$ cat src/rtl/ldiv_pkg.sv
`timescale 1ns/1ps
package ldiv_pkg;
  localparam int CODE_W    = 3;
  localparam int CNT_W     = 4;
  localparam int NUM_MODES = 6;

  typedef logic [CODE_W-1:0] code_t;
  typedef logic [CNT_W-1:0]  cnt_t;

  // Control-to-datapath strobes
  typedef struct packed {
    logic setHigh;    // value the rising-edge phase register takes next
    logic oddNext;    // modulus used from the next edge is odd
    logic newPeriod;  // next edge begins a fresh period
  } strobe_t;

  function automatic logic codeLegal(input code_t c);
    return int'(c) < NUM_MODES;
  endfunction

  function automatic cnt_t codeToMod(input code_t c);
    case (int'(c))
      0:       return cnt_t'(3);
      1:       return cnt_t'(4);
      2:       return cnt_t'(5);
      3:       return cnt_t'(6);
      4:       return cnt_t'(8);
      default: return cnt_t'(10);
    endcase
  endfunction
endpackage

$ cat src/rtl/ldiv_ctrl.sv
`timescale 1ns/1ps
module ldiv_ctrl
  import ldiv_pkg::*;
#(
  parameter code_t RST_CODE = code_t'(1)
) (
  input  logic    fastClk,
  input  logic    rstN,
  input  code_t   modSel,
  input  logic    suppress,
  output strobe_t stb
);
  cnt_t cnt, curMod, nextMod, cntNext, halfNext;
  logic running, boundary;

  always_comb begin
    // Idle (after reset or suppress) counts as a boundary
    boundary = !running || (cnt == curMod - cnt_t'(1));
    nextMod  = curMod;
    if (boundary && codeLegal(modSel)) nextMod = codeToMod(modSel);
    cntNext  = boundary ? '0 : cnt + cnt_t'(1);
    halfNext = nextMod >> 1;
    stb.newPeriod = boundary && !suppress;
    stb.setHigh   = !suppress && (cntNext < halfNext);
    stb.oddNext   = nextMod[0];
  end

  always_ff @(posedge fastClk or negedge rstN) begin
    if (!rstN) begin
      cnt     <= '0;
      running <= 1'b0;
      curMod  <= codeToMod(RST_CODE);
    end else if (suppress) begin
      cnt     <= '0;
      running <= 1'b0;
    end else begin
      cnt     <= cntNext;
      running <= 1'b1;
      curMod  <= nextMod;
    end
  end
endmodule

$ cat src/rtl/ldiv_dp.sv
`timescale 1ns/1ps
module ldiv_dp
  import ldiv_pkg::*;
#(
  parameter bit ODD_STAGE = 1'b1
) (
  input  logic    fastClk,
  input  logic    rstN,
  input  strobe_t stb,
  output logic    loadClk
);
  logic riseQ, oddQ, fallQ;

  always_ff @(posedge fastClk or negedge rstN) begin
    if (!rstN) begin
      riseQ <= 1'b0;
      oddQ  <= 1'b0;
    end else begin
      riseQ <= stb.setHigh;
      if (stb.newPeriod) oddQ <= stb.oddNext;
    end
  end

  generate
    if (ODD_STAGE) begin : g_oddStage
      // Half-cycle delayed copy stretches the high phase by one half-period
      always_ff @(negedge fastClk or negedge rstN) begin
        if (!rstN) fallQ <= 1'b0;
        else       fallQ <= riseQ & oddQ;
      end
    end else begin : g_noOddStage
      assign fallQ = 1'b0;
    end
  endgenerate

  assign loadClk = riseQ | fallQ;
endmodule

$ cat src/rtl/load_clock_divider.sv
`timescale 1ns/1ps
module load_clock_divider
  import ldiv_pkg::*;
(
  input  logic       fastClk,
  input  logic       rstN,
  input  logic [2:0] modSel,
  input  logic       suppress,
  output logic       loadClk
);
  strobe_t stb;

  ldiv_ctrl #(.RST_CODE(code_t'(1))) u_ctrl (
    .fastClk  (fastClk),
    .rstN     (rstN),
    .modSel   (code_t'(modSel)),
    .suppress (suppress),
    .stb      (stb)
  );

  ldiv_dp #(.ODD_STAGE(1'b1)) u_dp (
    .fastClk (fastClk),
    .rstN    (rstN),
    .stb     (stb),
    .loadClk (loadClk)
  );
endmodule

$ cat config.mk
export PLATFORM = sky130hd
export DESIGN_NAME = load_clock_divider
export DESIGN_NICKNAME = d
export VERILOG_FILES = /design/src/rtl/ldiv_pkg.sv /design/src/rtl/ldiv_ctrl.sv /design/src/rtl/ldiv_dp.sv /design/src/rtl/load_clock_divider.sv
export SDC_FILE = /design/constraint.sdc
export NUM_CORES = 1
export LEC_CHECK = 0
export CORE_MARGIN = 5
export CORE_UTILIZATION = 40
export CTS_BUF_LIST = sky130_fd_sc_hd__clkbuf_8
export CTS_CLUSTER_DIAMETER = 60
export CTS_CLUSTER_SIZE = 25
export DETAILED_ROUTE_END_ITERATION = 10
export SYNTH_ARGS = -nofsm -noshare
export SYNTH_HDL_FRONTEND = slang
export SYNTH_SLANG_ARGS = --single-unit
$ cat constraint.sdc
create_clock -name fastClk -period 4.07 [get_ports fastClk]
set_clock_uncertainty 0.05 [all_clocks]
set_input_delay 0.407 -clock fastClk [delete_from_list [all_inputs] [get_ports fastClk]]
set_output_delay 0.407 -clock fastClk [all_outputs]
set_load 0.01 [all_outputs]
==> flow_metrics.env, run 1 <==
export IMPL_outcome="finished, final reports clean"
export IMPL_seqPwrFrac_pct=38.5
export IMPL_async_reset_ff_share_pct=100
export IMPL_pre_cts_ws_ns=0.534
export IMPL_p_sw_share_pct=28.7
export IMPL_ant_nets=0
export IMPL_min_path_type="in -> async"
export IMPL_htree_num_levels=1
export IMPL_critPathRequiredTime_ns=3.61
export IMPL_fillers=202
export IMPL_setup_viol=0
export IMPL_die_h_um=54.3
export IMPL_pwr_share_comb_pct=30.8
export IMPL_final_cell_area_um2=926
export IMPL_synth_top_area_share_pct=31.9
export IMPL_crit_arrival_ns=3.34
export IMPL_crit_path_end_kind="output port"
export IMPL_drt_first_pass_iters=4
export IMPL_grt_pass1_wl_mm=2.84
export IMPL_cts_setup_buffers=0
export IMPL_p_per_area_mw_per_mm2=440
export IMPL_drive_above_1_share_pct=13.3
export IMPL_clock_sinks=12
export IMPL_io_pins=7
export IMPL_clkSlewWorstSetupHoldPaths_ns=0.05
export IMPL_antenna_found_initial=0
export IMPL_synth_area_leader_cell="dfrtp_1"
export IMPL_yosys_top_cells_count="10 x dfrtp_1, 5 x a21oi_1, 5 x and2_1, 5 x nor2_1"
export IMPL_final_core_util_pct=48.2
export IMPL_crit_type="reg -> out"
export IMPL_ys_ff_latch=12
export IMPL_drt_total_wl_mm=1.54
export IMPL_dominantRegCellSynth="dfrtp_1"
export IMPL_core_area_mm2=0.00192
export IMPL_power_uw=407
export IMPL_crit_path_start_kind="flop"
export IMPL_grt_max_degree=13
export IMPL_synthesis_area_um2=785
export IMPL_p_sw_uw=117
export IMPL_tightestPinTransition_ns=0.339
export IMPL_placed_cell_area_um2=871
export IMPL_die_w_um=54.3
export IMPL_grt_total_usage_pct=13.6
export IMPL_finalHoldViolations=0
export IMPL_syn_nets=92
export IMPL_fin_nets=101
export IMPL_grt_pass1_vias=650
export IMPL_syn_to_final_growth_pct=18.0
export IMPL_regArea_um2=302
export IMPL_overflow=0
export IMPL_multi_input_area_um2=449
export IMPL_cts_hold_fix_buffers=0
export IMPL_worst_slack_ns=0.276
export IMPL_cts_root_buffer="clkbuf_8"
export IMPL_cp_max_fo=1
export IMPL_finalMaxSlewViolations=0
export IMPL_intPower_uw=291
export IMPL_grt_setup_unrepaired="false"
export IMPL_start_util_pct=40.8
export IMPL_yosys_top_cells_area="dfrtp_1 32%, ha_1 6.4%, xor2_1 4.5%"
export IMPL_drc_errors=0
export IMPL_maxSlewHeadroom_pct=77.3
export IMPL_clkPwrFrac_pct=30.7
export IMPL_hpwl_mm=1.22
export IMPL_yosysUniqueCellTypes=36
export IMPL_dr_total_vias=629
export IMPL_rows=16
export IMPL_synth_edf_count=0
export IMPL_wl_per_cell_um=13.2
export IMPL_avgSynthCellArea_um2=9.57
export IMPL_ctsResizeCount=0
export IMPL_cts_buffer_depth=2
export IMPL_ir_worst_vdd_v=0.000163
export IMPL_cts_buffers=3
export IMPL_leakage_nw=0.405
export IMPL_synth_seq_area_share_pct=38.4
export IMPL_dieArea_mm2=0.00295
export IMPL_cts_tree="yes"
export IMPL_yosysMostFrequentCell="dfrtp_1"
export IMPL_clk_insertion_delay_late_ns=0.23
export IMPL_drt_iter0_drc=18
export IMPL_yosys_warnings=0
export IMPL_syn_inst=82
export IMPL_gp_congestion=0.829
export IMPL_ff2ff_setup_slack_ns=0.99
export IMPL_via_per_inst=5.38
export IMPL_finalSetupTns_ns=0
export IMPL_io_buffer_count=6
export IMPL_num_antenna_cells=0
export IMPL_cap_violations=0
worst max-delay path: stages (launching register included):
cell,delay (ns)
dfrtn_1,0.31
or2_2,0.26
clkdlybuf4s50_1,0.48
kinds of logic (layout without fill, tap and decap cells):
logic type | after synthesis | in the layout | synth area share (%)
and+or+nand+nor | 31 | 31 | 21.5
AOI/OAI and AO/OA | 18 | 18 | 15.3
DFF | 12 | 12 | 38.4
xor gates and xnor gates | 8 | 8 | 10.7
buffers and inverters | 7 | 15 | 4.31
adders and majority gates | 4 | 4 | 6.38
muxes | 2 | 2 | 3.35
layout make-up:
type                       count  area share (%)
clock buffer                   4            5.95
tap                           27            3.65
multi-input combinational     63            48.5
inverter                       3            1.22
sequential                    12            32.6
timing repair buffer           8            8.11
worst paths after layout:
| kind | end | cells after the start | startpoint |
|---|---|---|---|
| worst max-delay path | loadClk | 2 | u_dp.fallQ$_DFF_NN0_ |
| worst min-delay path | u_ctrl.curMod[3]$_DFFE_PN0N_ | 2 | rstN |
| worst max register to register | u_dp.riseQ$_DFF_PN0_ | 13 | u_ctrl.curMod[1]$_DFFE_PN0N_ |
| worst min register to register | u_dp.oddQ$_DFFE_PN0P_ | 2 | u_dp.oddQ$_DFFE_PN0P_ |
| max in group asynchronous | u_dp.fallQ$_DFF_NN0_ | 2 | rstN |
| min in group fastClk | u_dp.oddQ$_DFFE_PN0P_ | 2 | u_dp.oddQ$_DFFE_PN0P_ |
registers in the layout (all words and copies together) (netlist names):
signal / count
u_ctrl.cnt: 4
u_ctrl.curMod: 4
u_ctrl.running: 1
u_dp.fallQ: 1
u_dp.oddQ: 1
u_dp.riseQ: 1
metrics by stage:
stage               std cells  hold slack, ns
floorplan                  82          0.0614
global placement          113           0.474
detailed placement        113           0.460
CTS                       117           0.422
global route              117           0.439
finish                    117           0.417
placed cells by master, fill, tap and decap left out, types with 2 or more instances in the layout:
master and n:
dfrtp_1 10, clkdlybuf4s50_1 6, nor2_1 5, and2_1 5, a21oi_1 5, nor3_1 4
xor2_1 4, nor2b_1 4, nand2_1 4, ha_1 4, clkbuf_8 4, xnor2_1 3
inv_1 3, nand3_1 3, o21ai_0 2, a22o_1 2, buf_4 2
layer usage:
layer	wire length [um]	global-route usage (%)	vias up	part of all wire [%]
met4	19	7.47	0	1.2
li1	-	-	309	-
met5	0	0	-	0
met1	762	18.2	306	49
met2	718	20.9	12	47
met3	40	1.91	2	2.6
power groups by stage:
stage,Combinational [mW],Sequential [mW],Clock (mW)
3_5_place_dp,0.126,0.159,0
5_1_grt,0.142,0.161,0.135
6_report,0.126,0.157,0.125
3_3_place_gp,0.123,0.160,0
2_1_floorplan,0.0969,0.153,0
4_1_cts,0.127,0.157,0.127
Power figures use the tool's default switching activity.
==> run 2: changes to the inputs <==
--- a/config.mk
+++ b/config.mk
@@ -5,12 +5,14 @@
 export SDC_FILE = /design/constraint.sdc
 export NUM_CORES = 1
 export LEC_CHECK = 0
+export ABC_AREA = 1
 export CORE_MARGIN = 5
 export CORE_UTILIZATION = 40
 export CTS_BUF_LIST = sky130_fd_sc_hd__clkbuf_8
 export CTS_CLUSTER_DIAMETER = 60
 export CTS_CLUSTER_SIZE = 25
 export DETAILED_ROUTE_END_ITERATION = 10
+export SKIP_LAST_GASP = 1
 export SYNTH_ARGS = -nofsm -noshare
 export SYNTH_HDL_FRONTEND = slang
 export SYNTH_SLANG_ARGS = --single-unit
==> run 2 against run 1 <==
Clock power barely moved. First-iteration DRC count fell by 67%. Design area rose by 0.81%. Critical path type unchanged.
==> flow_metrics.env, run 2 <==
export IMPL_wl_per_cell_um=9.92
export IMPL_io_pins=7
export IMPL_hold_slack_ns=0.409
export IMPL_drive_above_1_share_pct=16.7
export IMPL_final_core_util_pct=49.1
export IMPL_synth_seq_area_share_pct=38.6
export IMPL_avgSynthCellArea_um2=7.10
export IMPL_p_per_area_mw_per_mm2=403
export IMPL_die_h_um=54.2
export IMPL_start_util_pct=41.1
export IMPL_stdcell_count=147
export IMPL_drt_first_pass_iters=3
export IMPL_rows=16
export IMPL_grt_setup_unrepaired="false"
export IMPL_synth_area_leader_cell="dfrtp_1"
export IMPL_final_common_cell="nand2_1"
export IMPL_syn_to_final_growth_pct=19.6
export IMPL_grt_pass1_wl_mm=2.59
export IMPL_leakage_nw=0.483
export IMPL_synthesis_area_um2=781
export IMPL_gp_congestion=0.764
export IMPL_cts_tree="yes"
export IMPL_wl_met1_um=696
export IMPL_met3_length_um=26
export IMPL_finalMaxSlewViolations=0
export IMPL_cts_setup_buffers=0
export IMPL_yosys_top_cells_count="32 x nand2_1, 13 x inv_1, 13 x nor2_1"
export IMPL_syn_nets=120
export IMPL_core_area_mm2=0.00190
export IMPL_dominantRegCellSynth="dfrtp_1"
export IMPL_grt_total_usage_pct=12.8
export IMPL_finalSetupTns_ns=0
export IMPL_finalHoldViolations=0
export IMPL_cts_hold_fix_buffers=0
export IMPL_wl_met2_um=700
export IMPL_dp_cells=143
export IMPL_outcome="finished, final reports clean"
export IMPL_grt_max_degree=13
export IMPL_clk_insertion_delay_late_ns=0.24
export IMPL_drt_iter0_drc=6
export IMPL_drc_errors=0
export IMPL_num_antenna_cells=0
export IMPL_setup_viol=0
export IMPL_cp_max_fo=1
export IMPL_tightestPinTransition_ns=0.405
export IMPL_crit_arrival_ns=3.34
export IMPL_final_cell_area_um2=933
export IMPL_syn_inst=110
export IMPL_ir_worst_vdd_v=0.000285
export IMPL_yosys_top_cells_area="dfrtp_1 32%, nand2_1 15%, nand3_1 7.1%"
export IMPL_synth_top_area_share_pct=32.1
export IMPL_cap_violations=0
export IMPL_via_per_inst=4.68
export IMPL_crit_path_start_kind="flop"
export IMPL_fillers=192
export IMPL_cts_buffers=3
export IMPL_crit_path_end_kind="output port"
export IMPL_min_path_type="in -> async"
export IMPL_dr_total_vias=688
export IMPL_layout_common_cells="32 x nand2_1, 13 x nor2_1, 13 x inv_1, 11 x nand3_1, 10 x dfrtp_1"
export IMPL_antenna_found_initial=0
export IMPL_die_w_um=54.2
export IMPL_drt_total_wl_mm=1.46
export IMPL_crit_type="reg -> out"
export IMPL_ctsResizeCount=0
export IMPL_io_buffer_count=6
export IMPL_overflow=0
export IMPL_grt_pass1_vias=646
export IMPL_ant_nets=0
export IMPL_highest_layer="met4"
export IMPL_dieArea_mm2=0.00294
export IMPL_hpwl_mm=1.20
export IMPL_yosys_warnings=0
export IMPL_placed_cell_area_um2=878
export IMPL_cts_buffer_depth=2
export IMPL_synth_edf_count=0
export IMPL_clock_sinks=12
export IMPL_yosysUniqueCellTypes=24
export IMPL_reg_top3="u_ctrl.cnt (4), u_ctrl.curMod (4)"
export IMPL_clkSlewWorstSetupHoldPaths_ns=0.05
export IMPL_yosysMostFrequentCell="nand2_1"
export IMPL_maxSlewHeadroom_pct=72.9
export IMPL_htree_num_levels=1
export IMPL_async_reset_ff_share_pct=100
export IMPL_ys_ff_latch=12
export IMPL_critPathRequiredTime_ns=3.61
export IMPL_fin_nets=131
export IMPL_reg2reg_depth=2
export IMPL_cts_root_buffer="clkbuf_8"
run 2: area by class of cell:
cell class / instances / area [um2] / area share, %
Multi-Input combinational cell: 80 / 409 / 43.8
Tap cell: 27 / 33.8 / 3.62
Timing Repair Buffer: 7 / 67.6 / 7.24
Sequential cell: 12 / 302 / 32.3
Clock buffer: 4 / 55.1 / 5.90
Inverter: 17 / 66.3 / 7.10
run 2: critical path, cell delays in order, from the launching register on:
cell	delay (ns)
dfrtn_1	0.31
or2_2	0.26
clkdlybuf4s50_1	0.48
run 2: worst paths after layout:
path	startpoint	end	slack, ns
max	u_dp.fallQ$_DFF_NN0_	loadClk	0.27
min	rstN	u_ctrl.curMod[3]$_DFFE_PN0N_	0.41
max reg2reg	u_dp.riseQ$_DFF_PN0_	u_dp.fallQ$_DFF_NN0_	1.40
min reg2reg	u_dp.oddQ$_DFFE_PN0P_	u_dp.oddQ$_DFFE_PN0P_	0.46
max in group asynchronous	rstN	u_dp.fallQ$_DFF_NN0_	1.47
min in group fastClk	u_dp.oddQ$_DFFE_PN0P_	u_dp.oddQ$_DFFE_PN0P_	0.46
run 2: where the power goes:
| part | internal [mW] | switching [mW] |
|---|---|---|
| clock | 0.0853 | 0.0418 |
| combinational | 0.0424 | 0.0603 |
| sequential | 0.134 | 0.0118 |
| total | 0.262 | 0.114 |
run 2: cell families after synthesis:
group	synth area share, %
DFF	38.6
adders and majority gates	6.41
buffers and inverters	8.97
AOI/OAI and AO/OA	8.01
xor gates and xnor gates	1.12
and+or+nand+nor	36.9
run 2: metal layers:
layer  track usage, %  up-vias
met1             15.9      313
met5                0        -
met3             3.32        5
met2             19.7        7
met4             7.47        0
li1                 -      363
run 2: through the flow:
stage / worst slack (ns) / total power [mW]
after global placement: 0.540 / 0.248
final: 0.270 / 0.376
after CTS: 0.261 / 0.380
after detailed placement: 0.538 / 0.252
after global routing: 0.225 / 0.405
after floorplan: 0.988 / 0.222
==> run 3: changes to the inputs <==
--- a/config.mk
+++ b/config.mk
@@ -12,7 +12,9 @@
 export CTS_CLUSTER_DIAMETER = 60
 export CTS_CLUSTER_SIZE = 25
 export DETAILED_ROUTE_END_ITERATION = 10
+export DONT_BUFFER_PORTS = 1
 export SKIP_LAST_GASP = 1
 export SYNTH_ARGS = -nofsm -noshare
 export SYNTH_HDL_FRONTEND = slang
 export SYNTH_SLANG_ARGS = --single-unit
+export TNS_END_PERCENT = 5
==> run 3 against run 2 <==
Clock power down 16%. Wire length up 2.9%. Power decreased by 8.5%. Sequential power is essentially flat. Cell count down 4.1%. First-iteration DRC count up 83%. Design area decreased by 7.2%. Worst setup slack improved by 0.44 ns. Worst hold slack got worse by 0.23 ns. Via count is 4.7% lower. Count of clock-buffer cells in the layout shrank 1. Largest cell class unchanged. Combinational power down 11%.
==> flow_metrics.env, run 3 (synthesis results as in run 2) <==
export IMPL_grt_pass1_vias=615
export IMPL_tightestPinTransition_ns=0.489
export IMPL_reg2reg_depth=2
export IMPL_dr_total_vias=656
export IMPL_crit_path_start_kind="flop"
export IMPL_drc_errors=0
export IMPL_hold_path_depth=1
export IMPL_critPathRequiredTime_ns=3.61
export IMPL_clk_insertion_delay_late_ns=0.24
export IMPL_grt_max_degree=12
export IMPL_num_antenna_cells=0
export IMPL_cap_violations=0
export IMPL_die_h_um=54.2
export IMPL_placed_cell_area_um2=811
export IMPL_final_common_cell="nand2_1"
export IMPL_clkSlewWorstSetupHoldPaths_ns=0.05
export IMPL_drt_first_pass_iters=3
export IMPL_crit_path_end_kind="output port"
export IMPL_critical_path_buf_inv_count=0
export IMPL_finalSetupTns_ns=0
export IMPL_hpwl_mm=1.20
export IMPL_crit_type="reg -> out"
export IMPL_layout_common_cells="32 x nand2_1, 14 x inv_1, 13 x nor2_1, 11 x nand3_1, 10 x dfrtp_1"
export IMPL_wl_per_cell_um=10.6
export IMPL_io_pins=7
export IMPL_overflow=0
export IMPL_start_util_pct=41.1
export IMPL_fin_nets=125
export IMPL_crit_family="flip-flops"
export IMPL_maxSlewHeadroom_pct=67.3
export IMPL_drt_total_wl_mm=1.50
export IMPL_antenna_found_initial=0
export IMPL_pre_cts_ws_ns=0.980
export IMPL_cp_cell_sequence="or2_2"
export IMPL_worst_slack_ns=0.714
export IMPL_ff2ff_setup_slack_ns=1.39
export IMPL_final_cell_area_um2=866
export IMPL_clock_sinks=12
export IMPL_grt_total_usage_pct=13.0
export IMPL_drt_iter0_drc=11
export IMPL_cp_slowest_stage_delay_ns=0.31
export IMPL_htree_num_levels=1
export IMPL_reg_top3="u_ctrl.cnt (4), u_ctrl.curMod (4)"
export IMPL_dieArea_mm2=0.00294
export IMPL_finalHoldViolations=0
export IMPL_grt_pass1_wl_mm=2.62
export IMPL_stdcell_count=141
export IMPL_cp_max_fo=1
export IMPL_syn_to_final_growth_pct=10.9
export IMPL_finalMaxSlewViolations=0
export IMPL_fillers=214
export IMPL_ctsResizeCount=0
export IMPL_core_area_mm2=0.00190
export IMPL_crit_arrival_ns=2.90
export IMPL_die_w_um=54.2
export IMPL_io_buffer_count=0
export IMPL_min_path_type="in -> reg"
export IMPL_drive_above_1_share_pct=15.8
export IMPL_ant_nets=0
export IMPL_leakage_nw=0.457
export IMPL_outcome="finished, final reports clean"
export IMPL_regArea_um2=302
export IMPL_via_per_inst=4.65
export IMPL_rows=16
export IMPL_multi_input_area_um2=409
export IMPL_cts_root_buffer="clkbuf_8"
export IMPL_grt_setup_unrepaired="false"
export IMPL_crit_cells=1
export IMPL_power_uw=344
export IMPL_cts_buffers=3
export IMPL_setup_viol=0
export IMPL_cts_buffer_depth=2
export IMPL_cts_tree="yes"
export IMPL_cpMaxStageDelayCell="dfrtn_1"
export IMPL_ir_worst_vdd_v=0.000249
export IMPL_dp_cells=136
export IMPL_gp_congestion=0.789
export IMPL_p_per_area_mw_per_mm2=397
run 3: cell count changes in the layout (fill, tap and decap cells not counted):
cell | previous run | this run
clkbuf_8 | 4 | 3
dlygate4sd3_1 | 0 | 1
clkdlybuf4s50_1 | 6 | 0
buf_4 | 1 | 0
inv_1 | 13 | 14
run 3: final cells by class:
type | count | area share [%]
multi-input combinational | 80 | 47.3
clock buffer | 3 | 4.77
timing repair buffer | 1 | 1.16
tap | 27 | 3.90
sequential | 12 | 34.8
inverter | 17 | 7.66
clock inverter | 1 | 0.434
run 3: worst register-to-register path, cell delays in order (launching register included):
cell     delay [ns]
dfrtp_1        0.37
nand2_1        0.06
inv_1          0.03
run 3: routing by layer:
| metal | GRT usage [%] | up-vias | share of wire [%] |
|---|---|---|---|
| li1 | - | 352 | - |
| met1 | 15.4 | 294 | 44 |
| met2 | 20.5 | 6 | 50 |
| met3 | 2.22 | 4 | 2.4 |
| met4 | 9.96 | 0 | 3.0 |
| met5 | 0 | - | 0 |
run 3: timing repair:
item                       4_1_cts  5_1_grt
hold buffers                     1        0
setup endpoints to repair        0        0
hold endpoints to repair        11        0
buffers inserted                 0        0
run 3: worst paths after layout:
kind | end | start
setup / recovery | loadClk | u_dp.fallQ$_DFF_NN0_
hold / removal | u_ctrl.curMod[2]$_DFFE_PN1N_ | suppress
setup reg to reg | u_dp.fallQ$_DFF_NN0_ | u_dp.riseQ$_DFF_PN0_
hold reg to reg | u_dp.oddQ$_DFFE_PN0P_ | u_dp.oddQ$_DFFE_PN0P_
max in group asynchronous | u_dp.fallQ$_DFF_NN0_ | rstN
min in group asynchronous | u_ctrl.curMod[0]$_DFFE_PN0N_ | rstN
run 3: power by group:
group | internal (mW) | switching (mW) | leakage (nW)
clock network | 0.0662 | 0.0404 | 0.0269
logic | 0.0349 | 0.0565 | 0.277
registers | 0.134 | 0.0117 | 0.153
run 3: metrics by stage:
step | util (%) | hold WS (ns)
floorplan | - | 0.0614
global placement | 42.6 | 0.0618
detailed placement | 42.6 | 0.0618
CTS | 45.5 | 0.174
global route | 45.5 | 0.172
finish | 45.5 | 0.179
